$ cat src/rtl/byte_align_pkg.sv
// Shared constants for the byte alignment unit.
// Assumes byte-wide data, most significant bit first on the line.
package byte_align_pkg;
    localparam int BYTE_W      = 8;
    localparam int OFF_W       = $clog2(BYTE_W);
    localparam int WIN_FRAMES  = 16;
    localparam int ERR_LIMIT   = 4;
    localparam int HOLD_FRAMES = 16;
endpackage

$ cat src/rtl/align_shifter.sv
// Barrel re-assembly of the byte stream at a chosen bit offset.
// Keeps the previous valid byte and emits a slice of the 2-byte window,
// registered, one cycle after each valid input. Assumes shift < W.
module align_shifter #(
    parameter int W     = 8,
    parameter int OFF_W = $clog2(W)
) (
    input  logic             clk,
    input  logic             rst_n,
    input  logic [W-1:0]     in_byte,
    input  logic             in_valid,
    input  logic [OFF_W-1:0] shift,
    output logic [W-1:0]     out_byte,
    output logic             out_valid
);
    localparam int WIN_W = 2 * W;

    logic [W-1:0]     prev_q;
    logic [WIN_W-1:0] window;
    logic [W-1:0]     cand [W];

    assign window = {prev_q, in_byte};

    // One candidate slice per possible offset.
    for (genvar g = 0; g < W; g++) begin : g_cand
        assign cand[g] = window[g+W-1:g];
    end

    // Register the selected slice and remember the latest valid byte.
    always_ff @(posedge clk) begin
        if (!rst_n) begin
            prev_q    <= '0;
            out_byte  <= '0;
            out_valid <= 1'b0;
        end else begin
            out_valid <= in_valid;
            if (in_valid) begin
                prev_q   <= in_byte;
                out_byte <= cand[shift];
            end
        end
    end

    AST_VALID_LATENCY: assert property (@(posedge clk) disable iff (!rst_n)
        $past(rst_n) |-> out_valid == $past(in_valid));
    AST_HOLD_IDLE: assert property (@(posedge clk) disable iff (!rst_n)
        !in_valid |=> $stable(out_byte));
endmodule

$ cat src/rtl/align_monitor.sv
// Offset selection driven by the downstream error rate.
// Records the outcome of the last WIN frames. Once HOLD frames have passed
// since the last move, it steps the offset when more than LIMIT of them were
// bad. A realign request steps the offset at once. Every move clears the
// record. Assumes frame_err is only meaningful together with frame_done.
module align_monitor #(
    parameter int OFF_W = 3,
    parameter int WIN   = 16,
    parameter int LIMIT = 4,
    parameter int HOLD  = 16
) (
    input  logic             clk,
    input  logic             rst_n,
    input  logic             align_en,
    input  logic             realign_req,
    input  logic             frame_done,
    input  logic             frame_err,
    output logic [OFF_W-1:0] off_q
);
    localparam int CNT_W  = $clog2(WIN + 1);
    localparam int HOLD_W = $clog2(HOLD + 1);

    logic [WIN-1:0]    hist;
    logic [HOLD_W-1:0] hold_cnt;
    logic [CNT_W-1:0]  err_cnt;
    logic              hold_done;
    logic              trip;
    logic              step;

    // Count errors in the window and decide whether to move.
    always_comb begin
        err_cnt   = CNT_W'($countones(hist));
        hold_done = (hold_cnt == HOLD_W'(HOLD));
        trip      = hold_done && (err_cnt > CNT_W'(LIMIT));
        step      = align_en && (realign_req || trip);
    end

    // Offset register, error history and hold-off counter.
    always_ff @(posedge clk) begin
        if (!rst_n) begin
            off_q    <= '0;
            hist     <= '0;
            hold_cnt <= '0;
        end else if (!align_en) begin
            hist     <= '0;
            hold_cnt <= '0;
        end else if (step) begin
            off_q    <= off_q + OFF_W'(1);
            hist     <= '0;
            hold_cnt <= '0;
        end else if (frame_done) begin
            hist <= {hist[WIN-2:0], frame_err};
            if (!hold_done) hold_cnt <= hold_cnt + HOLD_W'(1);
        end
    end

    AST_STEP_BY_ONE: assert property (@(posedge clk) disable iff (!rst_n)
        ($past(rst_n) && off_q != $past(off_q)) |-> off_q == $past(off_q) + OFF_W'(1));
    AST_DISABLED_FROZEN: assert property (@(posedge clk) disable iff (!rst_n)
        ($past(rst_n) && !$past(align_en)) |-> $stable(off_q));
    AST_HOLDOFF_RESPECTED: assert property (@(posedge clk) disable iff (!rst_n)
        ($past(rst_n) && off_q != $past(off_q) && !$past(realign_req)) |-> $past(hold_done));
    AST_CLEARED_AFTER_MOVE: assert property (@(posedge clk) disable iff (!rst_n)
        ($past(rst_n) && off_q != $past(off_q)) |-> (hist == '0 && hold_cnt == '0));
endmodule

$ cat src/rtl/byte_align_unit.sv
// Top of the byte alignment unit: the error-driven offset selector plus the
// barrel re-assembly path. While disabled, the shift is forced to zero, so
// the stream passes through. The stored offset is kept for later use.
module byte_align_unit
    import byte_align_pkg::*;
(
    input  logic              clk,
    input  logic              rst_n,
    input  logic [BYTE_W-1:0] in_byte,
    input  logic              in_valid,
    input  logic              align_en,
    input  logic              realign_req,
    input  logic              frame_done,
    input  logic              frame_err,
    output logic [BYTE_W-1:0] out_byte,
    output logic              out_valid,
    output logic [OFF_W-1:0]  offset
);
    logic [OFF_W-1:0] off_q;

    align_monitor #(
        .OFF_W(OFF_W), .WIN(WIN_FRAMES), .LIMIT(ERR_LIMIT), .HOLD(HOLD_FRAMES)
    ) u_monitor (
        .clk(clk), .rst_n(rst_n), .align_en(align_en), .realign_req(realign_req),
        .frame_done(frame_done), .frame_err(frame_err), .off_q(off_q)
    );

    // Effective shift: the stored offset only while alignment is enabled.
    assign offset = align_en ? off_q : '0;

    align_shifter #(.W(BYTE_W), .OFF_W(OFF_W)) u_shifter (
        .clk(clk), .rst_n(rst_n), .in_byte(in_byte), .in_valid(in_valid),
        .shift(offset), .out_byte(out_byte), .out_valid(out_valid)
    );

    AST_PASS_THROUGH: assert property (@(posedge clk) disable iff (!rst_n)
        ($past(rst_n) && !$past(align_en) && $past(in_valid)) |-> out_byte == $past(in_byte));
endmodule

$ cat config.mk
export PLATFORM = sky130hd
export DESIGN_NAME = byte_align_unit
export DESIGN_NICKNAME = d
export VERILOG_FILES = /design/src/rtl/byte_align_pkg.sv /design/src/rtl/align_shifter.sv /design/src/rtl/align_monitor.sv /design/src/rtl/byte_align_unit.sv
export SDC_FILE = /design/constraint.sdc
export NUM_CORES = 1
export LEC_CHECK = 0
export BUFFER_PORTS_ARGS = -buffer_cell sky130_fd_sc_hd__clkbuf_2
export CAP_MARGIN = 20
export CORE_MARGIN = 1
export CORE_UTILIZATION = 56
export DETAILED_ROUTE_END_ITERATION = 6
export PLACE_DENSITY = 0.77
export SETUP_SLACK_MARGIN = 0.1
export SLEW_MARGIN = 20
export SYNTH_ARGS = -nofsm -noshare
export SYNTH_HDL_FRONTEND = slang
export SYNTH_SLANG_ARGS = --single-unit
$ cat constraint.sdc
create_clock -name clk -period 4.7 [get_ports clk]
set_clock_uncertainty 0.1 [all_clocks]
set_input_delay 0.705 -clock clk [delete_from_list [all_inputs] [get_ports clk]]
set_output_delay 0.705 -clock clk [all_outputs]
set_load 0.1 [all_outputs]
==> flow_summary_export.csv <==
group,metric,value,unit
timing,rsz0062_at_grt,"false",
grt,antenna_found_initial,0,
critical_path,worst_setup_path_start_kind,"flip-flop",
place,io_buffers,26,
drt,postRouteAntennaNets,0,
synth,synth.distinct_cells,35,
clock_network,numCtsBuffers,5,
grt,overflow,0,
synth,synth_area_leaders,"dfxtp_1 32%, mux2i_1 13%, fa_1 8.9%, ha_1 8.1%, mux4_1 5.3%",
critical_path,rr_endpoint,"u_monitor.hold_cnt[3]",
clock_network,cts_root_buf,"clkbuf_8",
die,die_w,68.5,um
timing,tightest_slew,0.906,ns
final_layout,n_antenna_cell,0,
synth,synthCells,240,
drt,post_drt_via_cell_ratio,5.88,
min_path,hold_class,"reg -> reg",
clock_network,cts_sinks,40,
place,gp_congestion,0.867,
final_layout,area_growth,15.3,%
critical_path,path_common_cell,"fa_1",
timing,slew_violations,0,
die,ioPinCount,27,
critical_path,crit_type,"reg -> reg",
outcome,status,"finished, final reports clean",
grt,gr-usage-all-layers,23.3,%
min_path,min_from,"u_shifter.out_byte[1]",
pwr,ir_drop,0.183,mV
synth,avgSynthCellArea,10.3,um^2
synth,ys_ff_latch,40,
critical_path,required,4.80,ns
timing,min_period,4.43,ns
clock_network,tritoncts,"yes",
pwr,p_leak,1.30,nW
die,fp.dieH,68.5,um
place,place_inst,305,
job,maxCapViolations,0,
drt,wl,5.33,mm
critical_path,critPathBufInv,4,
final_layout,layout_commonest_cell,"dfxtp_1",
die,start_util,60.2,%
critical_path,crit_arrival,4.53,ns
synth,netlist_area,2480,um^2
critical_path,cp_max_fo,5,
final_layout,drive_gt1_share,26.3,%
grt,grt_pass1_wl,7.96,mm
grt,met2_usage,35.8,%
die,coreArea,4120,um^2
timing,period_share,94.3,%
final_layout,fin_nets,307,
critical_path,cpMaxStageDelayCell,"fa_1",
critical_path,r2r_start,"u_monitor.hist[14]",
die,floorplan.rows,23,
pwr,p_per_area,267,nW/um^2
drt,remaining_drc_errors,0,
synth,synth_flop_cell,"dfxtp_1",
critical_path,reg2regPathDepth,15,
synth,synth.top_cell.area_share,32.3,%
grt,grtUsageMet3,4.61,%
clock_network,htreeDepth,2,
grt,grt_pass1_vias,1700,
timing,fmax,226,MHz
clock_network,cts.path.max_buffers,2,
drt,dr.first_iter.drc_count,185,
critical_path,crit_family,"adder cells",
critical_path,slowest_delay,0.54,ns
timing,finalSetupViolCount,0,
clock_network,clock_latency,0.29,ns
place,hpwl,3.46,mm
min_path,worstHoldPathCells,2,
drt,routedWlPerCell,16.9,um
timing,tns,0,ns
final_layout,mostFrequentLayoutCells,"36 x dfxtp_1, 31 x mux2i_1, 26 x clkbuf_2",
clock_network,cts_hold_buf,0,
drt,dr_total_vias,1857,
critical_path,endpoint_kind,"flip-flop",
synth,synthArstFlopShare,0,%
critical_path,path_cells,"ha_1, inv_1, fa_1, inv_1, fa_2, fa_1, fa_1, ha_2, inv_1, fa_1, o21ba_4, nor3_4, a21oi_4, buf_6, nor3_1",
synth,synth_warnings,0,
synth,synth_edf_count,0,
synth,syn_nets,282,
synth,yosys.area.top_type,"dfxtp_1",
timing,hold_viol,0,
min_path,min_to,"u_shifter.out_byte[1]",
drt,drtPass1Iterations,4,
timing,slew_headroom,39.5,%
clock_network,clk_pin_slew,0.08,ns
grt,grt_max_degree,24,
die,dieArea,4690,um^2
synth,yosysSeqAreaShare,32.3,%
grt,gr-max-usage-layer,"met2",
grt,globalRouteMet1Util,33.3,%
critical_path,regToRegSetupSlack,0.27,ns
final_layout,stdcell_count,316,
[synthesized netlist by cell type, drive strengths merged, types with 2 or more instances]
library cell  number
mux4              10
mux2i             31
fa                11
o21ai             10
nor2               6
nand4              2
inv               27
dfxtp             40
nor2b              8
o22ai              5
nand2b             2
a21oi              4
a31oi              3
clkbuf             7
buf                5
nand2             15
ha                16
nor3              22
xor2               3
nand3              2
mux2               2
[worst register-to-register path: stages (launching register included)]
cell     delay, ns
dfxtp_2       0.34
ha_1          0.28
inv_1         0.05
fa_1          0.54
inv_1         0.06
fa_2          0.39
fa_1          0.49
fa_1          0.51
ha_2          0.19
inv_1         0.05
fa_1          0.48
o21ba_4       0.16
nor3_4        0.25
a21oi_4       0.13
buf_6         0.15
nor3_1        0.18
[layout make-up]
cell class                 count  area (um^2)
clock inverter                 2         35.0
timing repair buffer          30          175
fill                         313         1260
sequential                    40          806
tap                           50         62.6
multi-input combinational    161         1600
clock buffer                   6         72.6
inverter                      27          104
[sequential cells by signal (all words and copies together), names as in the netlist]
| signal | cells |
|---|---|
| u_monitor.hist | 16 |
| u_shifter.out_byte | 8 |
| u_shifter.prev_q | 7 |
| u_monitor.hold_cnt | 5 |
| u_monitor.off_q | 3 |
| u_shifter.out_valid | 1 |
[what timing repair did]
item | in CTS | in global routing
gates resized for setup | 1 | 32
pin swaps | 0 | 4
setup buffers | 0 | 0
hold endpoints to repair | 0 | 0
cloned | 0 | 3
endpoints found under the setup margin | 6 | 24
[cell families after synthesis]
family / after synthesis / synth area share [%]
adders and majority gates: 27 / 17.0
xor gates and xnor gates: 4 / 1.41
AOI/OAI and AO/OA: 27 / 6.67
buffers and inverters: 39 / 6.77
and+or+nand+nor: 60 / 12.6
muxes: 43 / 23.3
DFF: 40 / 32.3
[layer usage]
| layer | part of all wire (%) | vias to the layer above |
|---|---|---|
| met3 | 3.8 | 10 |
| met5 | 0 | - |
| met1 | 46 | 906 |
| met4 | 2.1 | 0 |
| li1 | - | 897 |
| met2 | 48 | 44 |
[power breakdown]
group          switching (mW)  internal, mW  total [mW]
Sequential            0.00898         0.349       0.358
Combinational          0.0858        0.0389       0.125
Clock                   0.122         0.158       0.279
Total                   0.216         0.546       0.762
[per-stage QoR]
stage | worst slack (ns) | util, % | cell area [um^2] | hold slack (ns) | power (mW)
3_3_place_gp | 0.268 | 63.5 | 2610 | 0.382 | 0.480
2_1_floorplan | 0.406 | - | 2480 | 0.368 | 0.458
5_1_grt | 0.0903 | 69.4 | 2860 | 0.448 | 0.790
6_report | 0.269 | 69.4 | 2860 | 0.408 | 0.762
4_1_cts | 0.169 | 66.3 | 2730 | 0.403 | 0.757
3_5_place_dp | 0.0928 | 63.5 | 2610 | 0.381 | 0.482
[how the worst max path moves through the flow]
stage / slack [ns] / from / to / depth (start not counted)
6_report: 0.27 / u_monitor.hist[14] / u_monitor.hold_cnt[3] / 15
5_1_grt: 0.09 / u_monitor.hist[14] / u_monitor.hist[5] / 15
4_1_cts: 0.17 / u_monitor.hist[12] / u_monitor.hist[12] / 15
3_5_place_dp: 0.09 / u_monitor.hist[14] / u_monitor.hist[12] / 15
3_3_place_gp: 0.27 / u_monitor.hist[14] / u_monitor.hist[3] / 15
2_1_floorplan: 0.41 / u_monitor.hist[14] / u_monitor.hist[10] / 15
(Power assumes the default switching activity.)
